==> src/rtl/trk_sort_pkg.sv <==
package trk_sort_pkg;
   typedef enum logic {
      TIE_HIGH_INDEX = 1'b0,
      TIE_LOW_INDEX  = 1'b1
   } tie_mode_e;
endpackage

==> src/rtl/trk_cand_extract.sv <==
module trk_cand_extract #(
   parameter int FRAME_W  = 16,
   parameter int QUAL_W   = 4,
   parameter int QUAL_LSB = 11,
   parameter int FLAG_BIT = 15,
   localparam int CAND_W  = 2 * FRAME_W
) (
   input  logic              clk,
   input  logic              rst_n,
   input  logic              strobe_i,
   input  logic [CAND_W-1:0] cand_i,
   output logic              elig_o,
   output logic [QUAL_W-1:0] qual_o,
   output logic [CAND_W-1:0] cand_o
);
   logic [QUAL_W-1:0] qual_raw;
   logic              elig_raw;

   assign qual_raw = cand_i[QUAL_LSB +: QUAL_W];
   assign elig_raw = strobe_i & cand_i[FLAG_BIT] & (|qual_raw);

   always_ff @(posedge clk or negedge rst_n) begin
      if (!rst_n) begin
         elig_o <= 1'b0;
         qual_o <= '0;
         cand_o <= '0;
      end else begin
         elig_o <= elig_raw;
         qual_o <= elig_raw ? qual_raw : '0;
         cand_o <= elig_raw ? cand_i : '0;
      end
   end
endmodule

==> src/rtl/trk_rank_select.sv <==
module trk_rank_select
   import trk_sort_pkg::*;
#(
   parameter int        NUM_CH   = 18,
   parameter int        NUM_OUT  = 3,
   parameter int        QUAL_W   = 4,
   parameter int        CAND_W   = 32,
   parameter tie_mode_e TIE_MODE = TIE_HIGH_INDEX,
   localparam int       RANK_W   = $clog2(NUM_CH + 1)
) (
   input  logic                      clk,
   input  logic                      rst_n,
   input  logic [NUM_CH-1:0]         elig_i,
   input  logic [NUM_CH*QUAL_W-1:0]  qual_i,
   input  logic [NUM_CH*CAND_W-1:0]  cand_i,
   output logic [NUM_OUT*CAND_W-1:0] out_frames_o,
   output logic [NUM_OUT-1:0]        out_valid_o,
   output logic [NUM_CH-1:0]         winner_o,
   output logic [NUM_OUT-1:0]        led_o
);
   logic [NUM_CH-1:0]  beaten_by [NUM_CH];
   logic [RANK_W-1:0]  rank      [NUM_CH];
   logic [NUM_CH-1:0]  picked;
   logic [NUM_OUT*CAND_W-1:0] slot_d;
   logic [NUM_OUT-1:0]        slot_v;

   for (genvar i = 0; i < NUM_CH; i++) begin : g_row
      for (genvar j = 0; j < NUM_CH; j++) begin : g_col
         if (i == j) begin : g_self
            assign beaten_by[i][j] = 1'b0;
         end else begin : g_other
            logic tie_wins;
            if (TIE_MODE == TIE_HIGH_INDEX) begin : g_hi
               assign tie_wins = (j > i);
            end else begin : g_lo
               assign tie_wins = (j < i);
            end
            assign beaten_by[i][j] = elig_i[j] &
               ((qual_i[j*QUAL_W +: QUAL_W] > qual_i[i*QUAL_W +: QUAL_W]) |
                ((qual_i[j*QUAL_W +: QUAL_W] == qual_i[i*QUAL_W +: QUAL_W]) & tie_wins));
         end
      end
      assign rank[i]   = RANK_W'($countones(beaten_by[i]));
      assign picked[i] = elig_i[i] & (rank[i] < RANK_W'(NUM_OUT));
   end

   always_comb begin
      slot_d = '0;
      slot_v = '0;
      for (int k = 0; k < NUM_OUT; k++) begin
         for (int i = 0; i < NUM_CH; i++) begin
            if (picked[i] && (rank[i] == RANK_W'(k))) begin
               slot_d[k*CAND_W +: CAND_W] = slot_d[k*CAND_W +: CAND_W] | cand_i[i*CAND_W +: CAND_W];
               slot_v[k] = 1'b1;
            end
         end
      end
   end

   always_ff @(posedge clk or negedge rst_n) begin
      if (!rst_n) begin
         out_frames_o <= '0;
         out_valid_o  <= '0;
         winner_o     <= '0;
         led_o        <= '0;
      end else begin
         out_frames_o <= slot_d;
         out_valid_o  <= slot_v;
         winner_o     <= picked;
         led_o        <= slot_v;
      end
   end
endmodule

==> src/rtl/trk_top3_sorter.sv <==
module trk_top3_sorter
   import trk_sort_pkg::*;
#(
   parameter int        NUM_SRC      = 9,
   parameter int        CAND_PER_SRC = 2,
   parameter int        FRAME_W      = 16,
   parameter int        QUAL_W       = 4,
   parameter int        QUAL_LSB     = 11,
   parameter int        FLAG_BIT     = 15,
   parameter int        NUM_OUT      = 3,
   parameter tie_mode_e TIE_MODE     = TIE_HIGH_INDEX,
   localparam int       NUM_CH       = NUM_SRC * CAND_PER_SRC,
   localparam int       CAND_W       = 2 * FRAME_W
) (
   input  logic                      clk,
   input  logic                      rst_n,
   input  logic                      in_strobe,
   input  logic [NUM_CH*CAND_W-1:0]  in_frames,
   output logic [NUM_OUT*CAND_W-1:0] out_frames,
   output logic [NUM_OUT-1:0]        out_valid,
   output logic [NUM_CH-1:0]         winner,
   output logic [NUM_OUT-1:0]        led
);
   if (FLAG_BIT >= FRAME_W || QUAL_LSB + QUAL_W > FRAME_W) begin : g_bad_field
      $error("flag or quality field outside frame 1");
   end
   if (FLAG_BIT >= QUAL_LSB && FLAG_BIT < QUAL_LSB + QUAL_W) begin : g_bad_overlap
      $error("flag bit overlaps quality field");
   end
   if (NUM_OUT < 1 || NUM_OUT > NUM_CH) begin : g_bad_out
      $error("output slot count must be within 1..channel count");
   end

   logic [NUM_CH-1:0]        elig_q;
   logic [NUM_CH*QUAL_W-1:0] qual_q;
   logic [NUM_CH*CAND_W-1:0] cand_q;

   for (genvar c = 0; c < NUM_CH; c++) begin : g_ch
      trk_cand_extract #(
         .FRAME_W (FRAME_W),
         .QUAL_W  (QUAL_W),
         .QUAL_LSB(QUAL_LSB),
         .FLAG_BIT(FLAG_BIT)
      ) u_extract (
         .clk     (clk),
         .rst_n   (rst_n),
         .strobe_i(in_strobe),
         .cand_i  (in_frames[c*CAND_W +: CAND_W]),
         .elig_o  (elig_q[c]),
         .qual_o  (qual_q[c*QUAL_W +: QUAL_W]),
         .cand_o  (cand_q[c*CAND_W +: CAND_W])
      );
   end

   trk_rank_select #(
      .NUM_CH  (NUM_CH),
      .NUM_OUT (NUM_OUT),
      .QUAL_W  (QUAL_W),
      .CAND_W  (CAND_W),
      .TIE_MODE(TIE_MODE)
   ) u_select (
      .clk         (clk),
      .rst_n       (rst_n),
      .elig_i      (elig_q),
      .qual_i      (qual_q),
      .cand_i      (cand_q),
      .out_frames_o(out_frames),
      .out_valid_o (out_valid),
      .winner_o    (winner),
      .led_o       (led)
   );
endmodule

==> config.mk <==
export PLATFORM = sky130hd
export DESIGN_NAME = trk_top3_sorter
export DESIGN_NICKNAME = d
export VERILOG_FILES = /design/src/rtl/trk_sort_pkg.sv /design/src/rtl/trk_cand_extract.sv /design/src/rtl/trk_rank_select.sv /design/src/rtl/trk_top3_sorter.sv
export SDC_FILE = /design/constraint.sdc
export NUM_CORES = 2
export LEC_CHECK = 0
export ABC_AREA = 1
export BUFFER_PORTS_ARGS = -buffer_cell sky130_fd_sc_hd__buf_2
export CAP_MARGIN = 20
export CORE_UTILIZATION = 40
export CTS_CLUSTER_DIAMETER = 50
export CTS_CLUSTER_SIZE = 12
export DETAILED_ROUTE_END_ITERATION = 12
export GPL_TIMING_DRIVEN = 0
export PLACE_DENSITY = 0.55
export SYNTH_ARGS = -nofsm -noshare
export SYNTH_HDL_FRONTEND = slang
export SYNTH_HIERARCHICAL = 1
export SYNTH_SLANG_ARGS = --single-unit
==> constraint.sdc <==
create_clock -name clk -period 11.47 [get_ports clk]
set_input_delay 1.147 -clock clk [delete_from_list [all_inputs] [get_ports clk]]
set_output_delay 1.147 -clock clk [all_outputs]
set_load 0.05 [all_outputs]
==> flow_metrics.tcl <==
set metrics [dict create \
    critical_path.endpoint_type "flip-flop" \
    pin_count 699 \
    post-synth-top-count-cell "sky130_fd_sc_hd__inv_1" \
    quantity_of_gates_resized_following_cts 0 \
    cts_setup_buffers 0 \
    finish.cell_count_without_fillers 12000 \
    initial_antenna_violation_count 39 \
    grt_start_max_net_pins 132 \
    std_cell_rows 146 \
    timing.max_cap.violations 0 \
    gp_congestion 1.10 \
    cts_tree "yes" \
    syn-cell-area_mm2 0.0643 \
    fmax_ghz 0.109 \
    multi_input_comb_area_mm2 0.0374 \
    start_kind "flip-flop" \
    detail-route-antenna-nets 0 \
    yosysWarnings 6 \
    io_buffer_count 698 \
    grt_setup_unrepaired "false" \
    ctsRootBufferMaster "sky130_fd_sc_hd__clkbuf_16" \
    critical_path_arrival_ns 9.83 \
    min_hold_slack_ns 0.235 \
    synthTopCellsByCount "sky130_fd_sc_hd__inv_1, sky130_fd_sc_hd__nor2_1, sky130_fd_sc_hd__nand2_1" \
    final_hold_viol_count 0 \
    leakage_nw 41.5 \
    slew_violations 0 \
    global_route.usage.total 0.457 \
    slew-limit-headroom 0.138 \
    final_util 0.467 \
    cts_made_buffers 102 \
    die_area_mm2 0.162 \
    worst_slew_pin_slew_ns 1.29 \
    fraction_of_layout_cells_with_a_size_suffix_above_1 0.142 \
    final.fill_count 16400 \
    final_min_period_over_clock_period 0.799 \
    synth_top_area_cell "sky130_fd_sc_hd__dfrtp_1" \
    design_area_mm2 0.0742 \
    synth_largest_type_area_fraction 0.277 \
    die_h_um 403 \
    synth_edf_count 0 \
    required_arrival_time_at_the_worst_endpoint_ns 12.14 \
    holdCritPathClass "input pin to asynchronous set/reset pin" \
    finalWorstPathRequiredPeriod_ns 9.16 \
    placed_cell_area_mm2 0.0707 \
    grt_pass1_wl_um 515000 \
    criticalPathCategory "flip-flop to flip-flop" \
    first_global_vias 67500 \
    yosys_register_bits 711 \
    drc 0 \
    async_flop_share 1.00 \
    synth.top_cells.by_area "sky130_fd_sc_hd__dfrtp_1, sky130_fd_sc_hd__ha_1, sky130_fd_sc_hd__inv_1" \
    power_density_mw_per_mm2 213 \
    finClkSkew_ns 0.0491 \
    cts.sink_count 711 \
    routed_wirelength_um 380000 \
    post_drt_via_cell_ratio 5.89 \
    mappedNetlistNets 10500 \
    synthFlopType "sky130_fd_sc_hd__dfrtp_1" \
    place.detailed.hpwl_um 317000 \
    num_vias 70400 \
    status "completed" \
    wl_per_cell_um 31.7 \
    post_synth.cell_area_avg_um2 7.15 \
    1st_iter_drt_viols 10300 \
    ys_types 44 \
    cts_hold_buffers 0 \
    final-setup-viol-count 0 \
    synth_seq_area_share 0.277 \
    cts_max_path_buffers 3 \
    die_w_um 403 \
    pre_repair_dr_iteration_count 8 \
    finish.net_count 11300 \
    placed_instances 11800 \
    clkSlewWorstSetupHoldPaths_ns 0.06 \
    floorplan.initialDensity 0.405 \
    syn_to_final_growth_pct 15.4 \
    timing.critical_path.fanout_max 14 \
    vdd_drop_max_uv 163 \
    core_region_area_mm2 0.159 \
    sequential_standard_cell_area_mm2 0.0178 \
    grt_remaining_overflow 0 \
    clk_latency_worst_skew_pair_ns 0.75 \
    syn_inst 8989 \
    h-tree-depth 3 \
]
-- power breakdown --
part           internal [W]  total (W)  switching (W)
Sequential          0.00270    0.00288       0.000181
Clock               0.00192    0.00327        0.00135
Combinational       0.00181    0.00963        0.00782
-- sequential cells by signal (all words and copies together), names as in the netlist --
| signal | cells |
|---|---|
| g_ch.u_extract/cand_o | 576 |
| u_select/out_frames_o | 96 |
| g_ch.u_extract/elig_o | 18 |
| u_select/out_valid_o | 3 |
| u_select/winner_o | 18 |
-- worst max-delay path, stage by stage (launching register included) --
cell and delay, ns:
sky130_fd_sc_hd__dfrtp_1 0.53, sky130_fd_sc_hd__buf_4 0.23, sky130_fd_sc_hd__inv_1 0.86, sky130_fd_sc_hd__ha_1 0.42, sky130_fd_sc_hd__inv_1 0.06, sky130_fd_sc_hd__nor2_1 0.03
sky130_fd_sc_hd__o21ai_0 0.17, sky130_fd_sc_hd__a32oi_1 0.19, sky130_fd_sc_hd__nor2_1 0.63, sky130_fd_sc_hd__fa_1 0.58, sky130_fd_sc_hd__fa_1 0.52, sky130_fd_sc_hd__inv_1 0.05
sky130_fd_sc_hd__fa_1 0.55, sky130_fd_sc_hd__fa_1 0.42, sky130_fd_sc_hd__fa_1 0.47, sky130_fd_sc_hd__fa_1 0.56, sky130_fd_sc_hd__buf_2 0.28, sky130_fd_sc_hd__nor2_1 0.12
sky130_fd_sc_hd__inv_1 0.07, sky130_fd_sc_hd__nand2_1 0.05, sky130_fd_sc_hd__nor2_1 0.53, sky130_fd_sc_hd__nand4_1 0.46, sky130_fd_sc_hd__clkbuf_1 0.43, sky130_fd_sc_hd__nor2_1 0.18
sky130_fd_sc_hd__nor2_1 0.08, sky130_fd_sc_hd__nand3_1 0.23, sky130_fd_sc_hd__nor2_1 0.18, sky130_fd_sc_hd__nand3_1 0.18
-- layout by cell type (no fill, tap or decap), drive strengths merged, types with 5 or more instances in the layout --
master,instances
a32o,21
o21ai,288
a21oi,183
o31ai,11
a32oi,84
o21bai,20
clkinvlp,5
nand3b,16
nand4,781
fa,199
clkinv,23
nand3,667
nor2,1827
or2,13
nand2,1239
nor3,14
and2,9
diode,18
ha,707
bufinv,8
inv,1684
clkbuf,362
dfrtp,711
buf,981
-- routing by layer --
layer / part of all wire / vias up / GRT usage
li1: - / 30500 / -
met5: 0.00031 / - / 0
met1: 0.39 / 34000 / 0.588
met3: 0.10 / 1074 / 0.103
met4: 0.087 / 18 / 0.332
met2: 0.42 / 4807 / 0.673
-- area by class of cell --
type | count | share of cell area
repair buffers | 711 | 0.0510
clock inverters | 55 | 0.00978
multi-input cells | 6097 | 0.504
inverters | 1665 | 0.0842
flip-flops and latches | 711 | 0.240
plain buffers | 516 | 0.0387
diodes | 18 | 0.000607
well taps | 2072 | 0.0349
clock buffers | 116 | 0.0369
-- final timing paths --
path	startpoint	end	slack (ns)	cells past startpoint
min in group clk	in_frames[53]	g_ch[1].u_extract/cand_o[21]$_DFF_PN0_	0.60	3
max in group asynchronous	rst_n	g_ch[3].u_extract/cand_o[7]$_DFF_PN0_	9.34	4
setup / recovery	g_ch[12].u_extract/cand_o[12]$_DFF_PN0_	u_select/out_frames_o[92]$_DFF_PN0_	2.31	27
setup reg to reg	g_ch[12].u_extract/cand_o[12]$_DFF_PN0_	u_select/out_frames_o[92]$_DFF_PN0_	2.31	27
hold reg to reg	g_ch[13].u_extract/cand_o[25]$_DFF_PN0_	u_select/out_frames_o[25]$_DFF_PN0_	0.65	4
hold / removal	rst_n	g_ch[10].u_extract/cand_o[29]$_DFF_PN0_	0.23	1
-- metrics by stage --
stage | total power (W) | setup WS (ns) | TNS, ns
4_1_cts | 0.0151 | 2.72 | 0
6_report | 0.0158 | 2.31 | 0
3_5_place_dp | 0.0118 | 2.74 | 0
5_1_grt | 0.0160 | 2.19 | 0
3_3_place_gp | 0.0117 | -6.13 | -4212.42
2_1_floorplan | 0.00761 | 5.66 | 0
-- cells by family (layout without fill, tap and decap cells) --
logic type	after synthesis	count (layout)	synth area share
fa+ha+maj	906	906	0.199
simple gates	4570	4570	0.325
compound gates	618	618	0.0564
xor+xnor	3	3	0.000409
buf+inv	2181	3063	0.142
flops	711	711	0.277
other cells	0	18	0
(Power assumes the default switching activity.)
